### src/rtl/uart_lc_pkg.sv
package uart_lc_pkg;
    localparam logic [2:0] A_DATA  = 3'd0;
    localparam logic [2:0] A_RXST  = 3'd1;
    localparam logic [2:0] A_DIVLO = 3'd2;
    localparam logic [2:0] A_DIVHI = 3'd3;
    localparam logic [2:0] A_LINE  = 3'd4;
    localparam logic [2:0] A_CTRL  = 3'd5;
    localparam logic [2:0] A_FLAG  = 3'd6;

    // line-format register, MSB first: bits 6:5 width, 4 queues, 3 two stop, 2 even, 1 parity, 0 break
    typedef struct packed {
        logic [1:0] wlen;
        logic       queue_on;
        logic       two_stop;
        logic       par_even;
        logic       par_on;
        logic       brk;
    } line_cfg_t;

    typedef enum logic [2:0] {TX_IDLE, TX_START, TX_DATA, TX_PAR, TX_STOP, TX_BREAK} tx_state_e;
    typedef enum logic [2:0] {RX_IDLE, RX_START, RX_DATA, RX_PAR, RX_STOP} rx_state_e;

    function automatic logic [3:0] data_bits(input logic [1:0] wlen);
        return 4'd5 + {2'b00, wlen};
    endfunction
endpackage

### src/rtl/uart_lc_fifo.sv
module uart_lc_fifo #(
    parameter int W        = 8,
    parameter int DEPTH    = 16,
    parameter int MARK_BIT = 0,
    localparam int AW      = $clog2(DEPTH),
    localparam int CW      = AW + 1
) (
    input  logic          clk,
    input  logic          rst_n,
    input  logic          one_slot,
    input  logic          push,
    input  logic [W-1:0]  din,
    input  logic          pop,
    input  logic          mark,
    output logic [W-1:0]  dout,
    output logic          empty,
    output logic          full,
    output logic [CW-1:0] count
);
    logic [W-1:0]  mem [DEPTH];
    logic [AW-1:0] wp, rp;
    logic          do_push, do_pop;

    assign empty   = (count == '0);
    assign full    = one_slot ? (count != '0) : (count == CW'(DEPTH));
    assign do_push = push && !full;
    assign do_pop  = pop && !empty;
    assign dout    = mem[rp];

    always_ff @(posedge clk or negedge rst_n) begin
        if (!rst_n) begin
            wp    <= '0;
            rp    <= '0;
            count <= '0;
        end else begin
            if (do_push) wp <= wp + 1'b1;
            if (do_pop)  rp <= rp + 1'b1;
            count <= count + CW'(do_push) - CW'(do_pop);
        end
    end

    always_ff @(posedge clk) begin
        if (do_push) mem[wp] <= din;
        else if (mark && !empty) mem[wp - 1'b1][MARK_BIT] <= 1'b1;
    end
endmodule

### src/rtl/uart_lc_tx.sv
module uart_lc_tx
    import uart_lc_pkg::*;
(
    input  logic       clk,
    input  logic       rst_n,
    input  logic       en,
    input  logic       tick,
    input  line_cfg_t  cfg,
    input  logic       q_empty,
    input  logic [7:0] q_data,
    output logic       q_pop,
    output logic       tx_idle,
    output logic       txd
);
    tx_state_e  state;
    logic [3:0] cnt;
    logic [2:0] idx;
    logic [7:0] shreg;
    logic       par_bit, second;
    logic [3:0] nb;
    logic [7:0] masked;

    assign nb     = data_bits(cfg.wlen);
    assign masked = q_data & (8'hFF >> (4'd8 - nb));
    assign q_pop  = en && tick && (state == TX_IDLE) && !cfg.brk && !q_empty;

    always_ff @(posedge clk or negedge rst_n) begin
        if (!rst_n) begin
            state <= TX_IDLE; cnt <= '0; idx <= '0;
            shreg <= '0; par_bit <= 1'b0; second <= 1'b0;
        end else if (!en) begin
            state <= TX_IDLE; cnt <= '0;
        end else if (tick) begin
            unique case (state)
                TX_IDLE: begin
                    cnt <= '0;
                    if (cfg.brk) state <= TX_BREAK;
                    else if (!q_empty) begin
                        shreg   <= masked;
                        par_bit <= (^masked) ^ !cfg.par_even;
                        state   <= TX_START;
                    end
                end
                TX_BREAK: if (!cfg.brk) state <= TX_IDLE;
                TX_START: begin
                    cnt <= cnt + 4'd1;
                    if (cnt == 4'd15) begin state <= TX_DATA; idx <= '0; end
                end
                TX_DATA: begin
                    cnt <= cnt + 4'd1;
                    if (cnt == 4'd15) begin
                        shreg <= shreg >> 1;
                        idx   <= idx + 3'd1;
                        if ({1'b0, idx} == nb - 4'd1) begin
                            state  <= cfg.par_on ? TX_PAR : TX_STOP;
                            second <= 1'b0;
                        end
                    end
                end
                TX_PAR: begin
                    cnt <= cnt + 4'd1;
                    if (cnt == 4'd15) state <= TX_STOP;
                end
                TX_STOP: begin
                    cnt <= cnt + 4'd1;
                    if (cnt == 4'd15) begin
                        if (cfg.two_stop && !second) second <= 1'b1;
                        else state <= TX_IDLE;
                    end
                end
                default: state <= TX_IDLE;
            endcase
        end
    end

    always_comb begin
        tx_idle = (state == TX_IDLE);
        if (en && cfg.brk) txd = 1'b0;
        else begin
            unique case (state)
                TX_START: txd = 1'b0;
                TX_DATA:  txd = shreg[0];
                TX_PAR:   txd = par_bit;
                default:  txd = 1'b1;
            endcase
        end
    end
endmodule

### src/rtl/uart_lc_rx.sv
module uart_lc_rx
    import uart_lc_pkg::*;
(
    input  logic        clk,
    input  logic        rst_n,
    input  logic        en,
    input  logic        tick,
    input  line_cfg_t   cfg,
    input  logic        rxd,
    output logic        push,
    output logic [10:0] entry
);
    rx_state_e  state;
    logic [1:0] sync;
    logic       rx_s, par_seen;
    logic [3:0] cnt;
    logic [2:0] idx;
    logic [7:0] shreg, chr;
    logic [3:0] nb;
    logic       par_err;

    assign rx_s    = sync[1];
    assign nb      = data_bits(cfg.wlen);
    assign chr     = shreg >> (4'd8 - nb);
    assign par_err = cfg.par_on && (par_seen != ((^chr) ^ !cfg.par_even));

    always_ff @(posedge clk or negedge rst_n) begin
        if (!rst_n) begin
            sync <= 2'b11; state <= RX_IDLE; cnt <= '0; idx <= '0;
            shreg <= '0; par_seen <= 1'b0; push <= 1'b0; entry <= '0;
        end else begin
            sync <= {sync[0], rxd};
            push <= 1'b0;
            if (!en) state <= RX_IDLE;
            else if (state == RX_IDLE) begin
                cnt <= '0;
                if (!rx_s) state <= RX_START;
            end else if (tick) begin
                cnt <= cnt + 4'd1;
                unique case (state)
                    RX_START: if (cnt == 4'd7) begin
                        cnt <= '0; idx <= '0;
                        state <= rx_s ? RX_IDLE : RX_DATA;
                    end
                    RX_DATA: if (cnt == 4'd15) begin
                        shreg <= {rx_s, shreg[7:1]};
                        idx   <= idx + 3'd1;
                        if ({1'b0, idx} == nb - 4'd1) state <= cfg.par_on ? RX_PAR : RX_STOP;
                    end
                    RX_PAR: if (cnt == 4'd15) begin
                        par_seen <= rx_s;
                        state    <= RX_STOP;
                    end
                    RX_STOP: if (cnt == 4'd15) begin
                        push  <= 1'b1;
                        entry <= {1'b0, par_err, !rx_s, chr};
                        state <= RX_IDLE;
                    end
                    default: state <= RX_IDLE;
                endcase
            end
        end
    end
endmodule

### src/rtl/uart_linectl.sv
module uart_linectl
    import uart_lc_pkg::*;
#(
    parameter int DEPTH = 16,
    parameter int DIV_W = 12,
    localparam int HI_W = DIV_W - 8,
    localparam int CW   = $clog2(DEPTH) + 1
) (
    input  logic       clk,
    input  logic       rst_n,
    input  logic       wr_en,
    input  logic       rd_en,
    input  logic [2:0] addr,
    input  logic [7:0] wdata,
    output logic [7:0] rdata,
    input  logic       rxd,
    output logic       txd,
    output logic       irq_rx,
    output logic       irq_tx
);
    line_cfg_t         line_q;
    logic [7:0]        div_lo_q;
    logic [HI_W-1:0]   div_hi_q;
    logic              en_q;
    logic [2:0]        stat_q;
    logic [DIV_W-1:0]  baud_cnt;
    logic              tick, brk_on, one_slot;
    logic              tx_push, tx_pop, tx_empty, tx_full, tx_idle;
    logic [7:0]        tx_dout;
    logic [CW-1:0]     tx_cnt, rx_cnt;
    logic              rx_push, rx_pop, rx_empty, rx_full;
    logic [10:0]       rx_din, rx_dout;

    assign brk_on   = line_q.brk;
    assign one_slot = !line_q.queue_on;
    assign tick     = en_q && (baud_cnt == {div_hi_q, div_lo_q});
    assign tx_push  = wr_en && (addr == A_DATA);
    assign rx_pop   = rd_en && (addr == A_DATA);
    assign irq_rx   = en_q && !rx_empty;
    assign irq_tx   = en_q && !tx_full;

    always_ff @(posedge clk or negedge rst_n) begin
        if (!rst_n) begin
            line_q <= '0; div_lo_q <= '0; div_hi_q <= '0;
            en_q <= 1'b0; stat_q <= '0; baud_cnt <= '0;
        end else begin
            baud_cnt <= (!en_q || tick) ? '0 : baud_cnt + 1'b1;
            if (wr_en) begin
                unique case (addr)
                    A_DIVLO: div_lo_q <= wdata;
                    A_DIVHI: div_hi_q <= wdata[HI_W-1:0];
                    A_LINE:  line_q   <= wdata[6:0];
                    A_CTRL:  en_q     <= wdata[0];
                    default: ;
                endcase
            end
            if (rx_pop && !rx_empty) stat_q <= rx_dout[10:8];
        end
    end

    uart_lc_fifo #(.W(8), .DEPTH(DEPTH), .MARK_BIT(0)) u_txq (
        .clk(clk), .rst_n(rst_n), .one_slot(one_slot), .push(tx_push), .din(wdata),
        .pop(tx_pop), .mark(1'b0), .dout(tx_dout), .empty(tx_empty), .full(tx_full),
        .count(tx_cnt));

    uart_lc_fifo #(.W(11), .DEPTH(DEPTH), .MARK_BIT(10)) u_rxq (
        .clk(clk), .rst_n(rst_n), .one_slot(one_slot), .push(rx_push), .din(rx_din),
        .pop(rx_pop), .mark(rx_push && rx_full), .dout(rx_dout), .empty(rx_empty),
        .full(rx_full), .count(rx_cnt));

    uart_lc_tx u_tx (
        .clk(clk), .rst_n(rst_n), .en(en_q), .tick(tick), .cfg(line_q),
        .q_empty(tx_empty), .q_data(tx_dout), .q_pop(tx_pop), .tx_idle(tx_idle), .txd(txd));

    uart_lc_rx u_rx (
        .clk(clk), .rst_n(rst_n), .en(en_q), .tick(tick), .cfg(line_q),
        .rxd(rxd), .push(rx_push), .entry(rx_din));

    always_comb begin
        unique case (addr)
            A_DATA:  rdata = rx_empty ? 8'h00 : rx_dout[7:0];
            A_RXST:  rdata = {5'b0, stat_q};
            A_DIVLO: rdata = div_lo_q;
            A_DIVHI: rdata = 8'(div_hi_q);
            A_LINE:  rdata = {1'b0, line_q};
            A_CTRL:  rdata = {7'b0, en_q};
            A_FLAG:  rdata = {2'b0, tx_full, rx_empty, !tx_empty || !tx_idle, 3'b0};
            default: rdata = 8'h00;
        endcase
    end
endmodule

### config.mk
export PLATFORM = sky130hd
export DESIGN_NAME = uart_linectl
export DESIGN_NICKNAME = d
export VERILOG_FILES = /design/src/rtl/uart_lc_pkg.sv /design/src/rtl/uart_lc_fifo.sv /design/src/rtl/uart_lc_tx.sv /design/src/rtl/uart_lc_rx.sv /design/src/rtl/uart_linectl.sv
export SDC_FILE = /design/constraint.sdc
export NUM_CORES = 1
export LEC_CHECK = 0
export ABC_AREA = 1
export CORE_ASPECT_RATIO = 1.5
export CORE_UTILIZATION = 30
export CTS_CLUSTER_SIZE = 28
export DETAILED_ROUTE_END_ITERATION = 10
export PLACE_DENSITY_LB_ADDON = 0.05
export SKIP_CTS_REPAIR_TIMING = 1
export SYNTH_ARGS = -nofsm -noshare
export SYNTH_HDL_FRONTEND = slang
export SYNTH_SLANG_ARGS = --single-unit
### constraint.sdc
create_clock -name clk -period 5.5 [get_ports clk]
set_input_delay 1.65 -clock clk [delete_from_list [all_inputs] [get_ports clk]]
set_output_delay 1.65 -clock clk [all_outputs]
set_load 0.02 [all_outputs]
# Word-level counts from Yosys, hierarchy flattened
# Memories as Yosys holds them, arrays and structs flattened.
# Cells that the tools add are included.
# op_classes
n_eq_ne	50
add_sub_neg	17
shift	2
n_reduce_logical	62
bitwise_logic	6
mux	68
# op_table
op	n
$mux W3	25
$pmux W8 S7	1
$mux W8	4
$mux W4	7
$reduce_and A5 Y1	5
$add A4 B1 Y4 const B	6
$ne A4 B2 Y1 const B	5
$mux W1	19
$eq A3 B2 Y1 const B	6
$eq A3 B3 Y1 const B	6
$logic_and A1 B1 Y1	18
$ne A3 B2 Y1 const B	6
$pmux W3 S6	1
$ne A2 B1 Y1 const B	8
$pmux W8 S2	1
$reduce_xor A8 Y1	2
$reduce_and A7 Y1	2
$add A12 B1 Y12 const B	1
$eq A12 B12 Y1	1
$mux W12	1
$pmux W3 S2	2
$pmux W3 S4	1
$reduce_and A2 Y1	6
$reduce_and A6 Y1	2
35 further kinds	69
# totals
output_inout_bits	11
register_bits	113
mem_count	2
input_bits	16
mem_bits_rw	304
wordCells	238
# mem_list
name	depth	width	read_ports	rd_ports_with_merged_regs	write_ports	line_no	rtl
u_rxq.mem	16	11	1	0	1	uart_lc_fifo.sv:20	logic [W-1:0] mem [DEPTH];
u_txq.mem	16	8	1	0	1	uart_lc_fifo.sv:20	

# Longest topological paths before layout
# Gate-level depths: netlist of run 1.
# logic_depth
ltp_word	9
mapped_depth	18

# By module
# A second synthesis of run 1 with hierarchy kept.
# unflattened
hier_cells	1986
hier_area_um2	19942.9
# modules_own_cells
mod	seq_area_each_um2	n_inst	cells_each	area_each_um2
uart_lc_fifo at u_rxq	5610.4	1	694	8074.0
uart_lc_fifo at u_txq	4169.0	1	548	6426.2
uart_linectl	875.8	1	258	2011.9
uart_lc_rx	803.3	1	273	1988.2
uart_lc_tx	500.5	1	213	1442.6

# Least setup slack after synthesis of run 1
# No wires, ideal clock.
# synth_timing
kind	input to output
start	input port addr[1]
end	output port rdata[1]
slack_ns	1.460
path_stages	4
n_path_buf	0
arrival_time_ns	2.390
path_cell_list	inv_1 nor3_1 a22oi_1 o2111ai_1
# synth_between
elab_chain_len	2
# synth_rtl
element	line_no	rtl
from (decl)	uart_linectl.sv:13	input logic [2:0] addr,
$eq A3 B3 Y1 (tied with other cells)	uart_linectl.sv:80	unique case (addr)
$pmux W8 S7 *	uart_linectl.sv:80	
to (decl)	uart_linectl.sv:15	output logic [7:0] rdata,
# Mark *: on every way between the ends. The rest lies on a longest branch, timed or not.

# Worst setup path after layout of run 1
# layout_timing
start	input port addr[1]
end	output port rdata[3]
# Same word-level chain as after synthesis.

==> impl_metrics.yaml, run 1 <==
status:
  run_status: "finished clean"
floorplanning:
  fp.dieW_um: 207.4
  ioPinCount: 27
  start_util_pct: 30.43
  coreArea_um2: 62360
  dieArea_um2: 64290
  chipHeight_um: 310.0
  row_count: 112
timing:
  worst_clock_skew_ns: 0.02389
  min_period_over_period_pct: 98.31
  rsz0062_at_grt: "false"
  hold_violations: 0
  final-setup-viol-count: 0
  fin_hold_ws_ns: 0.3544
  max_transition_margin_pct: 24.47
  max_slew.worst_pin.slew_ns: 1.127
  setup_slack_ns: 0.09295
  timing.fmax_mhz: 184.9
  final_max_tran_viols: 0
  totalNegativeSetupSlack_ns: 0
  period_needed_ns: 5.407
routing:
  wire_per_inst_um: 20.59
  vias_per_cell: 4.805
  antenna_left: 0
  drt_pre_antenna_iters: 8
  postRouteWirelength_um: 56000
  route.vias.total: 13070
  drtIter0Drc: 800
  route.detailed.drc: 0
global_route:
  gr-total-overflow: 0
  grt_antenna_before_repair: 0
  grt_pass1_wl_um: 84380
  grt_pass1_vias: 13120
  grt_max_degree: 92
  grt_usage_pct: 17.66
placed_design:
  dpl.hpwl_um: 37600
  post-place-ws_ns: 0.1461
  gpl.final_weighted_congestion: 0.8811
  io_buffer_count: 26
  placedInstanceArea_um2: 20190
synth:
  yosysUniqueCellTypes: 53
  synthCells: 1859
  synth.largest_area_cell: "sky130_fd_sc_hd__edfxtp_1"
  netlist_top_cells_area: "sky130_fd_sc_hd__edfxtp_1 48%, sky130_fd_sc_hd__dfrtp_1 15%, sky130_fd_sc_hd__nand2_1 7.2%"
  number_of_synthesized_flops_with_an_enable_pin: 304
  postSynthRegisterBits: 417
  syn_nets: 1904
  ys.warnings.count: 0
  yosysTopAreaCellShare_pct: 48.10
  yosys_most_used_dff: "sky130_fd_sc_hd__edfxtp_1"
  synth.yosys.seq_area_share_pct: 63.02
  netlist_area_um2: 18980
  postSynth.asyncResetShare_pct: 27.10
  synth_area_per_cell_um2: 10.21
worst_setup_path:
  timing.critical_path.to_type: "primary output"
  timing.rr.end: "u_rxq.mem[2][8]"
  critical_path.startpoint_type: "input pin"
  crit_arrival_ns: 3.76
  timing.reg2reg.worst_path_depth: 11
  critPathKind: "in2out"
  critical_path.max_fanout: 5
  reg2reg_slack_ns: 1.86
  critPathRequiredTime_ns: 3.85
  r2r_start: "u_rxq.count[2]"
clock_network:
  cts.sinks: 417
  numCtsBuffers: 46
  cts-root-buf: "sky130_fd_sc_hd__clkbuf_16"
  clock_pin_slew_of_the_registers_on_the_worst_case_setup_and_hold_paths_ns: 0.06
  tritoncts: "built"
  cts.htree.levels: 2
  clock_insertion_delay_worst_skew_ns: 0.59
  clock_path_buffers: 3
cells_and_area:
  antenna-diode-count: 0
  area_delta_synth_final_pct: 15.30
  final_net_count: 1930
  finish.instance_area_um2: 21880
  layout-drive-gt1-share_pct: 8.481
worst_hold_path:
  whs_endpoint: "u_rx.sync[1]"
  worstHoldStart: "u_rx.sync[0]"
  min-delay-path-class: "reg2reg"
  hold_depth: 0
power:
  peak_ir_drop_on_the_vdd_network_v: 0.0002355
  powerDensity_nw_per_um2: 433.0
  leakagePower_nw: 8.511
job:
  maxCapViolCount: 0
-- worst max-delay path, cell delays in order --
cell and delay, ns:
sky130_fd_sc_hd__clkdlybuf4s50_1 0.53, sky130_fd_sc_hd__inv_1 0.08, sky130_fd_sc_hd__nor3_1 0.51, sky130_fd_sc_hd__a22oi_1 0.17
sky130_fd_sc_hd__o2111ai_1 0.16, sky130_fd_sc_hd__clkdlybuf4s50_1 0.65
-- cell usage after synthesis (18+ instances only) --
| cell | n |
|---|---|
| sky130_fd_sc_hd__o21ai_0 | 181 |
| sky130_fd_sc_hd__nand2_1 | 365 |
| sky130_fd_sc_hd__edfxtp_1 | 304 |
| sky130_fd_sc_hd__dfrtp_1 | 111 |
| sky130_fd_sc_hd__nor2_1 | 203 |
| sky130_fd_sc_hd__a21oi_1 | 37 |
| sky130_fd_sc_hd__o211ai_1 | 18 |
| sky130_fd_sc_hd__xor2_1 | 23 |
| sky130_fd_sc_hd__ha_1 | 27 |
| sky130_fd_sc_hd__buf_2 | 25 |
| sky130_fd_sc_hd__nand3_1 | 121 |
| sky130_fd_sc_hd__clkbuf_1 | 43 |
| sky130_fd_sc_hd__o221ai_1 | 28 |
| sky130_fd_sc_hd__nor3_1 | 40 |
| sky130_fd_sc_hd__inv_1 | 188 |
-- through the flow --
stage          total power, mW  instances  util (%)
2_1_floorplan            5.251       1859         -
3_3_place_gp             6.133       2635     32.38
3_5_place_dp             6.137       2635     32.38
4_1_cts                  9.651       2720     35.09
5_1_grt                  9.976       2720     35.09
6_report                 9.474       2720     35.09
-- registers in the layout, summed over array words and instances (netlist names), 4 cells and up --
name and cells:
u_tx.shreg 8, u_txq.wp 4, baud_cnt 12, u_txq.rp 4, line_q 6, div_hi_q 4
u_rxq.count 5, div_lo_q 8, u_rxq.wp 4, u_rxq.mem 176, u_txq.count 5, u_rx.shreg 8
u_rx.cnt 4, u_rx.entry 10, u_txq.mem 128, u_tx.cnt 4, u_rxq.rp 4
-- power by group --
| group | internal [mW] | leakage (nW) | switching, mW | total (mW) |
|---|---|---|---|---|
| sequential | 3.51 | 4.30 | 0.187 | 3.70 |
| clock | 2.12 | 0.820 | 1.34 | 3.46 |
| combinational | 0.725 | 3.39 | 1.59 | 2.31 |
| total | 6.35 | 8.51 | 3.12 | 9.47 |
-- worst max path at each step --
stage	start	end	slack, ns	cells past startpoint
6_report	addr[1]	rdata[3]	0.09	6
5_1_grt	addr[1]	rdata[5]	0.03	9
4_1_cts	addr[1]	rdata[3]	0.13	6
3_5_place_dp	addr[1]	rdata[3]	0.15	6
3_3_place_gp	addr[1]	rdata[5]	0.18	9
2_1_floorplan	addr[1]	rdata[1]	1.46	4
-- cell type report --
class | count | area, um2
inverters | 203 | 767.0
multi-input cells | 1164 | 5963
clock buffers | 61 | 1279
repair buffers | 53 | 499.2
fillers | 6282 | 40480
flip-flops and latches | 417 | 11960
clock inverters | 24 | 411.6
well taps | 798 | 998.5
-- routing by layer --
| layer | track usage (%) | routed length (um) | part of all wire, % |
|---|---|---|---|
| met1 | 20.23 | 22430 | 40 |
| met2 | 32.46 | 29100 | 52 |
| met3 | 2.927 | 2282 | 4.1 |
| met4 | 7.411 | 2190 | 3.9 |
| met5 | 0 | 0 | 0 |
-- cells in the final DEF (no fill, tap or decap), types with 5 or more instances in the layout --
cell | Yosys | routed
sky130_fd_sc_hd__a21oi_1 | 37 | 37
sky130_fd_sc_hd__a22oi_1 | 5 | 5
sky130_fd_sc_hd__buf_4 | 0 | 25
sky130_fd_sc_hd__bufinv_16 | 0 | 10
sky130_fd_sc_hd__clkbuf_1 | 43 | 9
sky130_fd_sc_hd__clkbuf_16 | 0 | 47
sky130_fd_sc_hd__clkbuf_8 | 0 | 5
sky130_fd_sc_hd__clkdlybuf4s50_1 | 0 | 24
sky130_fd_sc_hd__clkinv_1 | 4 | 5
sky130_fd_sc_hd__clkinv_2 | 0 | 7
sky130_fd_sc_hd__dfrtp_1 | 111 | 109
sky130_fd_sc_hd__edfxtp_1 | 304 | 304
sky130_fd_sc_hd__ha_1 | 27 | 27
sky130_fd_sc_hd__inv_1 | 188 | 187
sky130_fd_sc_hd__inv_2 | 9 | 10
sky130_fd_sc_hd__nand2_1 | 365 | 365
sky130_fd_sc_hd__nand2_2 | 6 | 6
sky130_fd_sc_hd__nand3_1 | 121 | 121
sky130_fd_sc_hd__nand4_1 | 7 | 7
sky130_fd_sc_hd__nor2_1 | 203 | 203
sky130_fd_sc_hd__nor3_1 | 40 | 26
sky130_fd_sc_hd__nor3_2 | 0 | 14
sky130_fd_sc_hd__o211ai_1 | 18 | 18
sky130_fd_sc_hd__o21ai_0 | 181 | 181
sky130_fd_sc_hd__o21ai_1 | 15 | 15
sky130_fd_sc_hd__o221ai_1 | 28 | 28
sky130_fd_sc_hd__o22ai_1 | 15 | 15
sky130_fd_sc_hd__xnor2_1 | 15 | 15
sky130_fd_sc_hd__xor2_1 | 23 | 23
-- cell families after synthesis --
logic type	share of synthesized area, %
AND/OR/NAND/NOR	16.92
flip-flops	63.02
AO/OA/AOI/OAI	10.07
buffers and inverters	5.927
XOR/XNOR	2.011
adder cells (fa/ha/maj)	1.991
multiplexers	0.05934
(Power assumes the default switching activity.)
==> inputs of run 2 (changes only) <==
==> constraint.sdc (replaced) <==
create_clock -name clk -period 5.5 [get_ports clk]
set_input_delay 1.65 -clock clk [delete_from_list [all_inputs] [get_ports clk]]
set_output_delay 1.65 -clock clk [all_outputs]
set_load 0.005 [all_outputs]
==> run 2 against run 1 <==
Flip-flop and latch count did not move. Cell count barely moved. Routed wire length barely moved. Register-to-register slack got worse by 0.02 ns. Clock skew fell by 0.0049 ns. Combinational power barely moved. Core utilization fell by 0.36 points. Cell area fell by 1.0%. Critical endpoint is now rdata[5]. Die area did not move. Via count rose by 0.20%. Global-route usage rose by 0.077 points. Non-clock buffer count rose by 3.
==> impl_metrics.yaml, run 2 (synthesis results as in run 1) <==
timing:
  period_needed_ns: 5.321
  final-setup-viol-count: 0
  max_transition_margin_pct: 23.51
  totalNegativeSetupSlack_ns: 0
  min_period_over_period_pct: 96.74
  worst_clock_skew_ns: 0.01895
  rsz0062_at_grt: "false"
  max_slew.worst_pin.slew_ns: 1.141
  final_max_tran_viols: 0
  hold_violations: 0
  timing.fmax_mhz: 187.9
worst_setup_path:
  timing.critical_path.to_type: "primary output"
  critical_path.startpoint_type: "input pin"
  r2r_start: "u_rxq.count[2]"
  reg2reg_slack_ns: 1.84
  timing.rr.end: "u_rxq.mem[3][7]"
  timing.reg2reg.worst_path_depth: 11
  crit_arrival_ns: 3.67
  critPathRequiredTime_ns: 3.85
  critPathKind: "in2out"
  critical_path.max_fanout: 8
cells_and_area:
  mostFrequentLayoutCell: "sky130_fd_sc_hd__nand2_1"
  reg.largest.list: "u_rxq.mem x176, u_txq.mem x128, baud_cnt x12"
  layout-drive-gt1-share_pct: 8.108
  final_cells: 2722
  finish.instance_area_um2: 21660
  sequential_cell_area_um2: 11960
  area_delta_synth_final_pct: 14.12
  final_util_pct: 34.73
  final_net_count: 1932
  layout_common_cells: "365 x sky130_fd_sc_hd__nand2_1, 304 x sky130_fd_sc_hd__edfxtp_1, 203 x sky130_fd_sc_hd__nor2_1, 188 x sky130_fd_sc_hd__inv_1, 181 x sky130_fd_sc_hd__o21ai_0"
  filler_cell_count: 6283
  antenna-diode-count: 0
  multi_input_area_um2: 5963
  largest_register_ffs: 176
  largest_register: "u_rxq.mem"
floorplanning:
  start_util_pct: 30.43
  chipHeight_um: 310.0
  row_count: 112
  fp.dieW_um: 207.4
  coreArea_um2: 62360
  dieArea_um2: 64290
  ioPinCount: 27
global_route:
  grt_pass1_vias: 13310
  grt_usage_pct: 17.73
  gr-total-overflow: 0
  grt_antenna_before_repair: 1
  grt_max_degree: 91
  grt_pass1_wl_um: 84480
power:
  peak_ir_drop_on_the_vdd_network_v: 0.0002270
  power_switching_share_pct: 33.90
  powerDensity_nw_per_um2: 417.1
  power.internal_mw: 5.971
  pwr-share-clk_pct: 33.6
  power.share.sequential_pct: 40.7
  leakagePower_nw: 8.416
  combPwrFrac_pct: 25.7
  switch_pwr_mw: 3.063
worst_hold_path:
  min-delay-path-class: "reg2reg"
  whs_endpoint: "u_rx.sync[1]"
  worstHoldStart: "u_rx.sync[0]"
  hold_depth: 0
placed_design:
  placedInstanceArea_um2: 20210
  dpl.hpwl_um: 37780
  io_buffer_count: 26
  gpl.final_weighted_congestion: 0.8572
  placed_cells: 2638
routing:
  route.detailed.drc: 0
  route.vias.total: 13100
  drt_pre_antenna_iters: 5
  wire_per_inst_um: 20.59
  postRouteWirelength_um: 56050
  vias_per_cell: 4.811
  drtIter0Drc: 735
  antenna_left: 0
clock_network:
  cts.sinks: 417
  numCtsBuffers: 45
  clock_insertion_delay_worst_skew_ns: 0.58
  cts-root-buf: "sky130_fd_sc_hd__clkbuf_16"
  tritoncts: "built"
  clock_path_buffers: 3
  cts.htree.levels: 2
  clock_pin_slew_of_the_registers_on_the_worst_case_setup_and_hold_paths_ns: 0.07
status:
  run_status: "finished clean"
job:
  maxCapViolCount: 0
[run 2: changes by cell type in the layout (fill, tap and decap cells not counted), sizes merged]
cell / change
clkinv: +8
bufinv: -7
clkbuf: -3
inv: +3
buf: +2
clkinvlp: -2
clkdlybuf4s50: +1
[run 2: layer usage]
metal  up-vias  GRT usage, %  wire [um]
met5         -             0          0
met4         0         5.901       1562
met3        77         2.846       2110
met2       233         33.44      29580
met1      6387         20.25      22800
li1       6399             -          -
[run 2: worst max-delay path by stage]
stage             from  endpoint  slack (ns)
2_1_floorplan  addr[1]  rdata[0]        1.58
3_3_place_gp   addr[1]  rdata[5]        0.23
3_5_place_dp   addr[1]  rdata[5]        0.25
4_1_cts        addr[1]  rdata[5]        0.23
5_1_grt        addr[1]  rdata[5]        0.02
6_report       addr[1]  rdata[5]        0.18
[run 2: area by class of cell]
cell class | instances | share of cell area, %
Sequential cell | 417 | 55.23
Tap cell | 798 | 4.610
Clock inverter | 26 | 1.005
Inverter | 203 | 3.542
Clock buffer | 58 | 5.656
Timing Repair Buffer | 56 | 2.421
Multi-Input combinational cell | 1164 | 27.53
[run 2: per-stage QoR]
step / setup slack, ns / hold WS, ns / total power [mW]
after floorplan: 1.580 / 0.3452 / 5.224
after global placement: 0.2286 / 0.3497 / 6.138
after detailed placement: 0.2479 / 0.3499 / 6.128
after CTS: 0.2287 / 0.3603 / 9.208
after global routing: 0.01820 / 0.3683 / 9.557
final: 0.1792 / 0.3602 / 9.034
[run 2: power groups by stage]
stage,registers (mW),clock network (mW),logic [mW]
after floorplan,3.66,0,1.56
after global placement,3.75,0,2.39
after detailed placement,3.75,0,2.38
after CTS,3.68,3.13,2.39
after global routing,3.70,3.24,2.62
final,3.68,3.03,2.32
[run 2: worst max-delay path: stages]
cell,delay (ns)
sky130_fd_sc_hd__clkdlybuf4s50_1,0.47
sky130_fd_sc_hd__nor2_1,0.17
sky130_fd_sc_hd__nand2_1,0.07
sky130_fd_sc_hd__inv_1,0.08
sky130_fd_sc_hd__nand2_1,0.07
sky130_fd_sc_hd__inv_1,0.22
sky130_fd_sc_hd__o21ai_0,0.13
sky130_fd_sc_hd__o2111ai_1,0.10
sky130_fd_sc_hd__buf_4,0.19
sky130_fd_sc_hd__clkdlybuf4s50_1,0.51
